`src/rtl/tcap_unit.sv`:
```
module tcap_unit #(
  parameter int PRESCALE = 4
) (
  input  logic       clk,
  input  logic       rst_n,
  input  logic [1:0] cap_pin,
  input  logic [2:0] bus_addr,
  input  logic       bus_rd,
  input  logic       bus_wr,
  input  logic [7:0] bus_wdata,
  output logic [7:0] bus_rdata,
  output logic       irq
);
  localparam int PW = (PRESCALE > 2) ? $clog2(PRESCALE) : 1;

  logic [PW-1:0] pre;
  logic [15:0]   tcnt;
  logic          ie;
  logic [1:0]    rise_sel;
  logic [1:0]    s1, s2, sp;
  logic [1:0]    det, take, flag, lock, arm;
  logic [1:0]    rd_hi, rd_lo;
  logic          rd_st;
  logic [15:0]   cap [2];
  logic          unused_wbits;

  assign unused_wbits = ^bus_wdata[7:3];

  always_ff @(posedge clk) begin
    if (!rst_n) begin
      pre  <= '0;
      tcnt <= '0;
    end else if (pre == PW'(PRESCALE - 1)) begin
      pre  <= '0;
      tcnt <= tcnt + 16'd1;
    end else begin
      pre <= pre + PW'(1);
    end
  end

  always_ff @(posedge clk) begin
    if (!rst_n) begin
      ie       <= 1'b0;
      rise_sel <= 2'b00;
    end else if (bus_wr && bus_addr == 3'd0) begin
      ie       <= bus_wdata[0];
      rise_sel <= bus_wdata[2:1];
    end
  end

  always_ff @(posedge clk) begin
    if (!rst_n) begin
      s1 <= '0;
      s2 <= '0;
      sp <= '0;
    end else begin
      s1 <= cap_pin;
      s2 <= s1;
      sp <= s2;
    end
  end

  assign det   = (rise_sel & s2 & ~sp) | (~rise_sel & ~s2 & sp);
  assign rd_st = bus_rd && bus_addr == 3'd1;

  always_comb begin
    for (int c = 0; c < 2; c++) begin
      rd_hi[c] = bus_rd && bus_addr == 3'(2 + 2 * c);
      rd_lo[c] = bus_rd && bus_addr == 3'(3 + 2 * c);
    end
  end

  assign take = det & ~rd_hi & (~lock | rd_lo);

  always_ff @(posedge clk) begin
    for (int c = 0; c < 2; c++)
      if (take[c]) cap[c] <= tcnt + 16'd1;
  end

  always_ff @(posedge clk) begin
    if (!rst_n) begin
      flag <= '0;
      lock <= '0;
      arm  <= '0;
    end else begin
      for (int c = 0; c < 2; c++) begin
        if (rd_hi[c])      lock[c] <= 1'b1;
        else if (rd_lo[c]) lock[c] <= 1'b0;

        if (rd_lo[c])                arm[c] <= 1'b0;
        else if (rd_st && flag[c])   arm[c] <= 1'b1;

        if (take[c])                 flag[c] <= 1'b1;
        else if (rd_lo[c] && arm[c]) flag[c] <= 1'b0;
      end
    end
  end

  always_comb begin
    case (bus_addr)
      3'd0:    bus_rdata = {5'b0, rise_sel, ie};
      3'd1:    bus_rdata = {6'b0, flag};
      3'd2:    bus_rdata = cap[0][15:8];
      3'd3:    bus_rdata = cap[0][7:0];
      3'd4:    bus_rdata = cap[1][15:8];
      3'd5:    bus_rdata = cap[1][7:0];
      default: bus_rdata = 8'h00;
    endcase
  end

  assign irq = ie & |flag;
endmodule

```
`config.mk`:
```
export PLATFORM = sky130hd
export DESIGN_NAME = tcap_unit
export DESIGN_NICKNAME = d
export VERILOG_FILES = /design/src/rtl/tcap_unit.sv
export SDC_FILE = /design/constraint.sdc
export NUM_CORES = 1
export LEC_CHECK = 0
export BUFFER_PORTS_ARGS = -buffer_cell sky130_fd_sc_hd__buf_2
export CAP_MARGIN = 20
export CORE_MARGIN = 8
export CORE_UTILIZATION = 45
export CTS_CLUSTER_SIZE = 40
export DETAILED_ROUTE_END_ITERATION = 8
export PLACE_DENSITY_LB_ADDON = 0.15
export SLEW_MARGIN = 0
export SYNTH_ARGS = -nofsm -noshare
export SYNTH_HDL_FRONTEND = slang
export SYNTH_SLANG_ARGS = --single-unit
```
`constraint.sdc`:
```
create_clock -name clk -period 4.42 [get_ports clk]
set_input_delay 0.884 -clock clk [delete_from_list [all_inputs] [get_ports clk]]
set_output_delay 0.884 -clock clk [all_outputs]
set_load 0.005 [all_outputs]
```
# --- Yosys cells after proc, flatten, opt, wreduce, memory -nomap -nowiden ---
# Memory sizes are Yosys's and may differ from the RTL's.
# Index checks and enable logic that the tools add are counted.
# Widths: inputs -> output; s select.
word_totals:
  mem_bits_rw: 32
  register_bits: 33
  n_memories: 1
  in_bits: 17
  elab_cells: 69
classes:
  n_mux: 13
  reduce_logical: 19
  bitwise: 15
  eq_ne: 6
  addsub: 2
memory_table:
  columns: ["memory", "depth", "word_bits", "rd", "rd_clocked_by_memory_dff", "write_ports", "line", "rtl"]
  rows:
  - ["cap", 2, 16, 2, 0, 2, "24", "logic [15:0] cap [2];"]
op_table:
  columns: ["op", "n"]
  rows:
  - ["$pmux 8 s6", 1]
  - ["$add 16x1->16 const B", 1]
  - ["$and 2x2->2", 6]
  - ["$mux 1", 12]
  - ["$logic_and 1x1->1", 10]
  - ["$not 2->2", 5]
  - ["$reduce_bool 2->1", 4]
  - ["$reduce_or 2->1", 4]
  - ["$eq 3x2->1 const B", 2]
  - ["$eq 3x3->1 const B", 2]
  - ["$or 2x2->2", 2]
  - ["$eq 3x1->1 const B", 1]
  - ["$logic_not 3->1", 1]
  - ["$add 2x1->2 const B", 1]
  - ["$eq 2x2->1 const B", 1]
  - ["$and 1x1->1", 1]
  - ["$not 1->1", 1]

# --- Depth between registers and ports, before layout ---
# Gate-level depths: netlist of run 1.
logic_depth:
  word_depth: 8
  depth_mapped: 6

# --- Worst setup path before layout of run 1 ---
# No wires, ideal clock.
synth_timing:
  path_kind: "input -> register"
  from: "input bus_rd"
  to: "memory cap[0][0] (enable)"
  path_stages: 3
  slack_ns: 1.383
  required_ns: 4.000
  n_path_buf: 1
  t_arrival_ns: 2.618
  path_cell_list: "clkbuf_1 -> nand3b_1 -> a221oi_1"
synth_lines:
  columns: ["element", "line", "rtl"]
  rows:
  - ["from (decl)", "8", "input logic bus_rd,"]
  - ["to (decl)", "24", null]

# --- Final worst setup path of run 1 ---
layout_timing:
  from: "input bus_addr[0]"
  to: "output bus_rdata[1]"
layout_via:
  elab_chain_len: 2
layout_lines:
  columns: ["element", "line", "rtl"]
  rows:
  - ["from (decl)", "7", "input logic [2:0] bus_addr,"]
  - ["$eq 3x3->1, or another cell as far along", "100", "case (bus_addr)"]
  - ["$pmux 8 s6 *", "100", null]
  - ["to (decl)", "11", "output logic [7:0] bus_rdata,"]
# Every way passes the cells marked *; elsewhere a longest branch is shown, timed or not.

==> results of run 1 <==
metal layers:
layer / GRT usage, % / share of wire, % / vias to the layer above
met4: 7.06 / 1.7 / 0
met3: 3.71 / 4.2 / 11
li1: - / - / 1002
met5: 0 / 0 / -
met1: 17.8 / 50 / 929
met2: 19.9 / 44 / 25
through the flow:
step	worst slack [ns]	std cells	area (um2)
floorplan	1.38	261	2920
global placement	1.37	344	3070
detailed placement	1.33	344	3070
CTS	1.33	360	3310
global route	1.25	360	3310
finish	1.35	360	3310
registers in the layout (all words and copies together), names as in the netlist:
signal / count
arm: 2
cap: 32
flag: 2
ie: 1
lock: 2
pre: 2
rise_sel: 2
s1: 2
s2: 2
sp: 2
tcnt: 16
kinds of logic (layout without fill, tap and decap cells):
| logic type | after synthesis | count (layout) |
|---|---|---|
| AO/OA/AOI/OAI | 42 | 42 |
| XOR/XNOR | 17 | 17 |
| adder cells (fa/ha/maj) | 2 | 2 |
| multiplexers | 20 | 20 |
| AND/OR/NAND/NOR | 90 | 90 |
| buffers and inverters | 25 | 47 |
| flip-flops | 65 | 65 |
power by group through the flow:
stage | sequential, mW | clock [mW] | combinational, mW
after detailed placement | 0.661 | 0 | 0.0702
after global routing | 0.649 | 0.653 | 0.0773
after floorplan | 0.660 | 0 | 0.0471
after CTS | 0.648 | 0.625 | 0.0704
after global placement | 0.661 | 0 | 0.0694
final | 0.648 | 0.618 | 0.0692
worst max-delay path: cells and delay by family:
kind	cells	cell delay, ns
AOI/OAI and AO/OA	2	0.42
buffers and inverters	2	0.63
muxes	1	0.25
final cells by class:
| cell class | instances | area (um2) |
|---|---|---|
| Sequential cell | 65 | 1620 |
| Fill cell | 580 | 3000 |
| Tap cell | 77 | 96.3 |
| Timing Repair Buffer | 22 | 115 |
| Inverter | 9 | 33.8 |
| Clock inverter | 7 | 118 |
| Clock buffer | 9 | 124 |
| Multi-Input combinational cell | 171 | 1200 |
final timing paths:
check / startpoint / end / slack, ns / cells after the start
worst max-delay path: bus_addr[0] / bus_rdata[1] / 1.35 / 5
worst min-delay path: pre[0] / pre[0] / 0.43 / 1
worst max register to register: tcnt[4] / cap[0][14] / 2.22 / 3
worst min register to register: pre[0] / pre[0] / 0.43 / 1
cells in the final DEF, fill, tap and decap left out, types with 4 or more instances in the layout:
cell type and instances:
nor4_1 6, or4_1 4, o21a_1 4, a21oi_1 11, nand2b_1 6, o31ai_1 4, buf_2 20, nand4_1 4
inv_1 8, nor2_1 16, xor2_1 12, and2_1 6, nand3_1 9, clkbuf_8 9, nor3_1 8, dfxtp_1 33
o22ai_1 4, mux2i_1 20, xnor2_1 5, nand3b_1 4, o21ai_0 5, edfxtp_1 32, nand2_1 12
==> key figures, run 1 <==
Outcome
  • Status: finished, final reports clean

Clock network
  • Setup bufs post-CTS: 0
  • CTS resizes: 0
  • CTS tree: built
  • Clock Latency Late Sink: 0.35 ns
  • Clock tree buffer depth: 2
  • CTS HTree Levels: 3
  • Num CTS Buffers: 9
  • CTS Root Cell: clkbuf_8
  • Cts hold-fix bufs: 0
  • Clk slew on worst S/H paths: 0.07 ns
  • Clk sinks: 65

Synthesis
  • Yosys cell types: 43
  • Post-Synth Adder-Cell Area: 0.856%
  • Most instantiated cells after synthesis: dfxtp_1, edfxtp_1, mux2i_1
  • Area contributors post-synth: edfxtp_1, dfxtp_1, mux2i_1, xor2_1, nor2_1
  • Mapped Area: 2920 um2
  • #FFs+latches synth: 65
  • Post-synth EDFFs: 32
  • Main combinational cell family by area after synthesis: simple AND/OR/NAND/NOR gates
  • YS warnings: 0
  • Xor/xnor share of the synthesized area: 5.09%
  • Multiplexer share of the synthesized area: under 10%
  • Area leader, netlist: edfxtp_1
  • Syn_nets: 280
  • Compound-Gate Fraction of Synth Area: about 10%
  • Mapped Cells: 261
  • Most common cell in the synthesized netlist: dfxtp_1
  • Simple-Gate Fraction of Synth Area: 18.0%
  • Ys flop type: dfxtp_1
  • Seq/Total Area, Yosys: 55.5%
  • Synth top area share: 32.9%
  • Async SR Flop Fraction: 0%
  • Mean Syn Cell Area: 11.2 um2

Finish
  • Final core utilization: 52.5%
  • Final net count: 297
  • # diodes: 0
  • Area Growth Syn to Fin: 13.4%
  • Share of cells above drive strength 1: 17.3%

Timing
  • Worst Hold Slack: 0.428 ns
  • Fin Clk Skew: 0.0112 ns
  • TNS Setup: 0 ns
  • Max-slew headroom at the worst pin: approximately 46%
  • Final Critical Period: 3.07 ns
  • Fmax achieved: 0.326 GHz
  • Slew @ Worst Pin: 0.803 ns
  • RSZ-0062 raised after global routing: false
  • Period utilisation layout: 69.5%
  • Slew Limit Fails: 0
  • # setup viols final: 0
  • Final Hold Vio Count: 0

Power
  • Leakage: 1.18 nW
  • Flop pwr share: 48.5%
  • Worst vdd ir: 0.169 mV
  • Comb power frac: 5.2%
  • Pwr Total: 1.33 mW
  • Psw: between 0.2 and 0.3 mW
  • Clk pwr share: 46.3%
  • Int Power: 1.04 mW
  • Pwr per Cell Area: 403 nW/um2
  • Switching part of the total: 21.7%

Setup path
  • CP endpoint kind: primary output
  • Worst-path cell chain: buf_2 > mux2i_1 > o21ai_0 > a221o_1 > buf_2
  • Crit-path max cell delay: 0.49 ns
  • Worst Setup Start Kind: primary input
  • Most frequent CP cell: buf_2
  • Arrival time at the worst endpoint: 2.19 ns
  • Slowest CP cell: buf_2
  • Kind of critical path: primary input to primary output
  • Crit-path max FO: 26
  • CP required: 3.54 ns

Route
  • Drt first pass iters: 4
  • Vias/cell: 5.46
  • Via count: roughly 2000
  • Final wirelength: 5710 um
  • Post-route antenna net violation count: 0
  • WL/cell: between 15 and 20 um
  • DR iter-0 viols: around 120
  • Drt drc: 0

Die
  • Io pins: 26
  • Starting Density: 46.3%
  • Die width: slightly below 100 um
  • # rows: 29
  • Core Area: between 6000 and 7000 um2
  • Die Ht: 96.6 um
  • Die area: roughly 9300 um2

Global routing
  • Vias in the first global route: 1903
  • All-layer global routing usage: 13.6%
  • Initial antenna violation count: 0
  • First-pass GRT wire length: 9560 um
  • Pin count of the biggest net entering global routing: 27
  • Total gr overflow: 0

Placed design
  • Placer congestion estimate: 0.723
  • Port Buffer Count: 20
  • DPL Wire Length: 3710 um

Job
  • Number of max-cap violations: 0

Min path
  • Hold Path Class: register to register
Power figures use the tool's default switching activity.
==> inputs of run 2 (changes only) <==
--- a/config.mk
+++ b/config.mk
@@ -5,6 +5,7 @@
 export SDC_FILE = /design/constraint.sdc
 export NUM_CORES = 1
 export LEC_CHECK = 0
+export ABC_AREA = 1
 export BUFFER_PORTS_ARGS = -buffer_cell sky130_fd_sc_hd__buf_2
 export CAP_MARGIN = 20
 export CORE_MARGIN = 8
==> constraint.sdc (replaced) <==
create_clock -name clk -period 3.1 [get_ports clk]
set_input_delay 0.62 -clock clk [delete_from_list [all_inputs] [get_ports clk]]
set_output_delay 0.62 -clock clk [all_outputs]
set_load 0.005 [all_outputs]
==> key figures, run 2 <==
Global routing
  • Total gr overflow: 0 (unchanged)
  • First-pass GRT wire length: 9380 um (-1.8%)
  • All-layer global routing usage: 13.9% (+0.29 points)
  • Vias in the first global route: 1915 (+0.63%)
  • Pin count of the biggest net entering global routing: 17 (-37%)
  • Initial antenna violation count: 0 (unchanged)

Power
  • Flop pwr share: 53.9% (+5.4 points)
  • Pwr per Cell Area: 545 nW/um2 (+35%)
  • Clk pwr share: 41.5% (-4.8 points)
  • Psw: 0.400 mW (+38%)
  • Leakage: 1.31 nW (+11%)
  • Comb power frac: 4.6% (-0.6 points)
  • Int Power: 1.31 mW (+25%)
  • Switching part of the total: 23.4% (+1.7 points)
  • Worst vdd ir: 0.250 mV (+48%)

Setup path
  • WP buf/inv: 4 (+2)
  • Worst-path cell chain: buf_2 > inv_2 > nor3_4 > nand2_1 > o21ai_0 > inv_1 > nand4_1 > buf_2
  • CP required: 2.48 ns (-1.06 ns)
  • Arrival time at the worst endpoint: 1.67 ns (-0.52 ns)
  • Crit-path max cell delay: 0.36 ns (-0.13 ns)
  • CP Depth: 8 (+3)
  • CP delay by family, top: simple AND/OR/NAND/NOR gates
  • Most frequent CP cell: buf_2
  • Slowest CP cell: nor3_4
  • CP endpoint kind: primary output
  • R2R depth: 5 (+2)
  • Worst Setup Start Kind: primary input
  • Crit-path max FO: 9 (-65%)
  • Kind of critical path: primary input to primary output

Synthesis
  • Most common cell in the synthesized netlist: nand2_1
  • YS warnings: 0 (unchanged)
  • Yosys cell types: 26 (-40%)
  • Mean Syn Cell Area: 8.89 um2 (-21%)
  • Async SR Flop Fraction: 0% (unchanged)
  • Seq/Total Area, Yosys: 58.6% (+3.2 points)
  • #FFs+latches synth: 65 (unchanged)
  • Area contributors post-synth: edfxtp_1, dfxtp_1, nand2_1, inv_1, nand3_1
  • Ys flop type: dfxtp_1
  • Area leader, netlist: edfxtp_1
  • Synth top area share: 34.8% (+1.9 points)
  • Post-synth EDFFs: 32 (unchanged)
  • Mapped Cells: 311 (+19%)
  • Mapped Area: 2770 um2 (-5.4%)
  • Syn_nets: 330 (+18%)
  • Most instantiated cells after synthesis: nand2_1, inv_1, dfxtp_1

Clock network
  • Num CTS Buffers: 9 (unchanged)
  • CTS HTree Levels: 3 (unchanged)
  • Clock Latency Late Sink: 0.34 ns (about the same)
  • CTS resizes: 0 (unchanged)
  • CTS tree: built
  • Clk sinks: 65 (unchanged)
  • Cts hold-fix bufs: 0 (unchanged)
  • Clk slew on worst S/H paths: 0.07 ns (about the same)
  • Clock tree buffer depth: 2 (unchanged)
  • CTS Root Cell: clkbuf_8
  • Setup bufs post-CTS: 0 (unchanged)

Die
  • # rows: 28 (-3.4%)
  • Die width: 94.4 um (-2.3%)
  • Io pins: 26 (unchanged)
  • Starting Density: 46.7% (+0.41 points)
  • Die area: 8910 um2 (-4.5%)
  • Die Ht: 94.4 um (-2.3%)
  • Core Area: 5920 um2 (-6.2%)

Route
  • Post-route antenna net violation count: 0 (unchanged)
  • Met2 Wirelength: 2590 um (+3.2%)
  • Met3 Wirelength: 289 um (+20%)
  • Vias/cell: 4.96 (-9.2%)
  • Drt drc: 0 (unchanged)
  • DR iter-0 viols: 103 (-10%)
  • WL met1: 2680 um (-6.5%)
  • WL/cell: 13.5 um (-15%)
  • Drt first pass iters: 5 (+1)
  • Via count: 2073 (+5.4%)
  • Final wirelength: 5650 um (-1.0%)
  • DR top layer: met4

Timing
  • Setup WS post-layout: 0.815 ns (-0.534 ns)
  • Fin Clk Skew: 0.0134 ns (+0.00216 ns)
  • Slew @ Worst Pin: 0.694 ns (-0.109 ns)
  • Max-slew headroom at the worst pin: 53.7% (+7.4 points)
  • RSZ-0062 raised after global routing: false
  • TNS Setup: 0 ns (unchanged)
  • Fmax achieved: 0.438 GHz
  • Period utilisation layout: 73.7%
  • # setup viols final: 0 (unchanged)
  • Slew Limit Fails: 0 (unchanged)
  • Final Critical Period: 2.29 ns
  • Final Hold Vio Count: 0 (unchanged)

Finish
  • Max reg flops: 32 (unchanged)
  • Largest Register: cap
  • Top flop regs: cap x32, tcnt x16
  • # diodes: 0 (unchanged)
  • Area Growth Syn to Fin: 13.3% (about the same)
  • Share of cells above drive strength 1: 11.4% (-5.9 points)
  • Commonest non-fill, non-tap cell in the layout: nand2_1
  • Final net count: 357 (+20%)
  • Most frequent cells in the layout: nand2_1, inv_1, dfxtp_1

Min path
  • Hold depth: 2 (+1)
  • Hold Path Class: register to register

Placed design
  • DPL Wire Length: 4040 um (+8.9%)
  • Placer congestion estimate: 0.837 (+16%)
  • Pre-CTS setup slack: 0.796 ns (-0.534 ns)
  • Port Buffer Count: 20 (unchanged)

Job
  • Number of max-cap violations: 0 (unchanged)

Outcome
  • Status: finished, final reports clean
==> run 2: cell types whose count changed in the layout (fill, tap and decap cells not counted), moves of 5 or more <==
cell,before,now
nand2b_1,6,0
nand4_1,4,9
o21ai_0,5,15
nor4_1,6,0
xor2_1,12,6
inv_1,8,49
nand2_1,12,87
nor2_1,16,22
mux2i_1,20,0
nor3_1,8,1
nand3_1,9,19
==> run 2: worst min-delay path, delay by kind of cell (launching register included) <==
kind	cells	cell delay (ns)
buf+inv	1	0.04
simple gates	1	0.04
flops	1	0.30
==> run 2: logic make-up after synthesis <==
kind of cell             synth area share [%]
AND/OR/NAND/NOR                          22.5
buffers and inverters                    7.56
adder cells (fa/ha/maj)                 0.905
flip-flops                               58.6
AO/OA/AOI/OAI                            8.14
XOR/XNOR                                 2.22
==> run 2: stage by stage <==
step	hold WS [ns]	std cells	area (um2)	total power [mW]	util, %
finish	0.407	418	3130	1.71	52.9
global route	0.426	418	3130	1.76	52.9
CTS	0.412	418	3130	1.72	52.9
detailed placement	0.401	402	2940	1.02	49.6
global placement	0.392	402	2940	1.02	49.6
floorplan	0.390	311	2770	0.988	-
==> run 2: routing by layer <==
layer  vias to the layer above  global-route usage, %
met2                        35                   21.8
met1                       957                   17.1
met3                         8                   3.97
li1                       1073                      -
met5                         -                      0
met4                         0                   6.61
==> run 2: area by class of cell <==
| cell class | count | area, um2 |
|---|---|---|
| Fill cell | 578 | 2790 |
| Sequential cell | 65 | 1620 |
| Multi-Input combinational cell | 192 | 935 |
| Inverter | 50 | 188 |
| Clock buffer | 9 | 124 |
| Timing Repair Buffer | 20 | 100 |
| Tap cell | 75 | 93.8 |
| Clock inverter | 7 | 71.3 |
==> run 2: path summary, 6_finish.rpt <==
kind	to	slack [ns]	start
max	bus_rdata[1]	0.81	bus_addr[2]
min	s2[0]	0.41	s1[0]
min reg2reg	s2[0]	0.41	s1[0]
max reg2reg	cap[0][6]	1.47	tcnt[0]
==> run 2: power by group through the flow <==
stage / clock (mW) / combinational (mW) / sequential [mW]
after floorplan: 0 / 0.0504 / 0.937
after global placement: 0 / 0.0779 / 0.939
after detailed placement: 0 / 0.0799 / 0.939
after CTS: 0.724 / 0.0803 / 0.920
after global routing: 0.754 / 0.0896 / 0.921
final: 0.708 / 0.0789 / 0.920
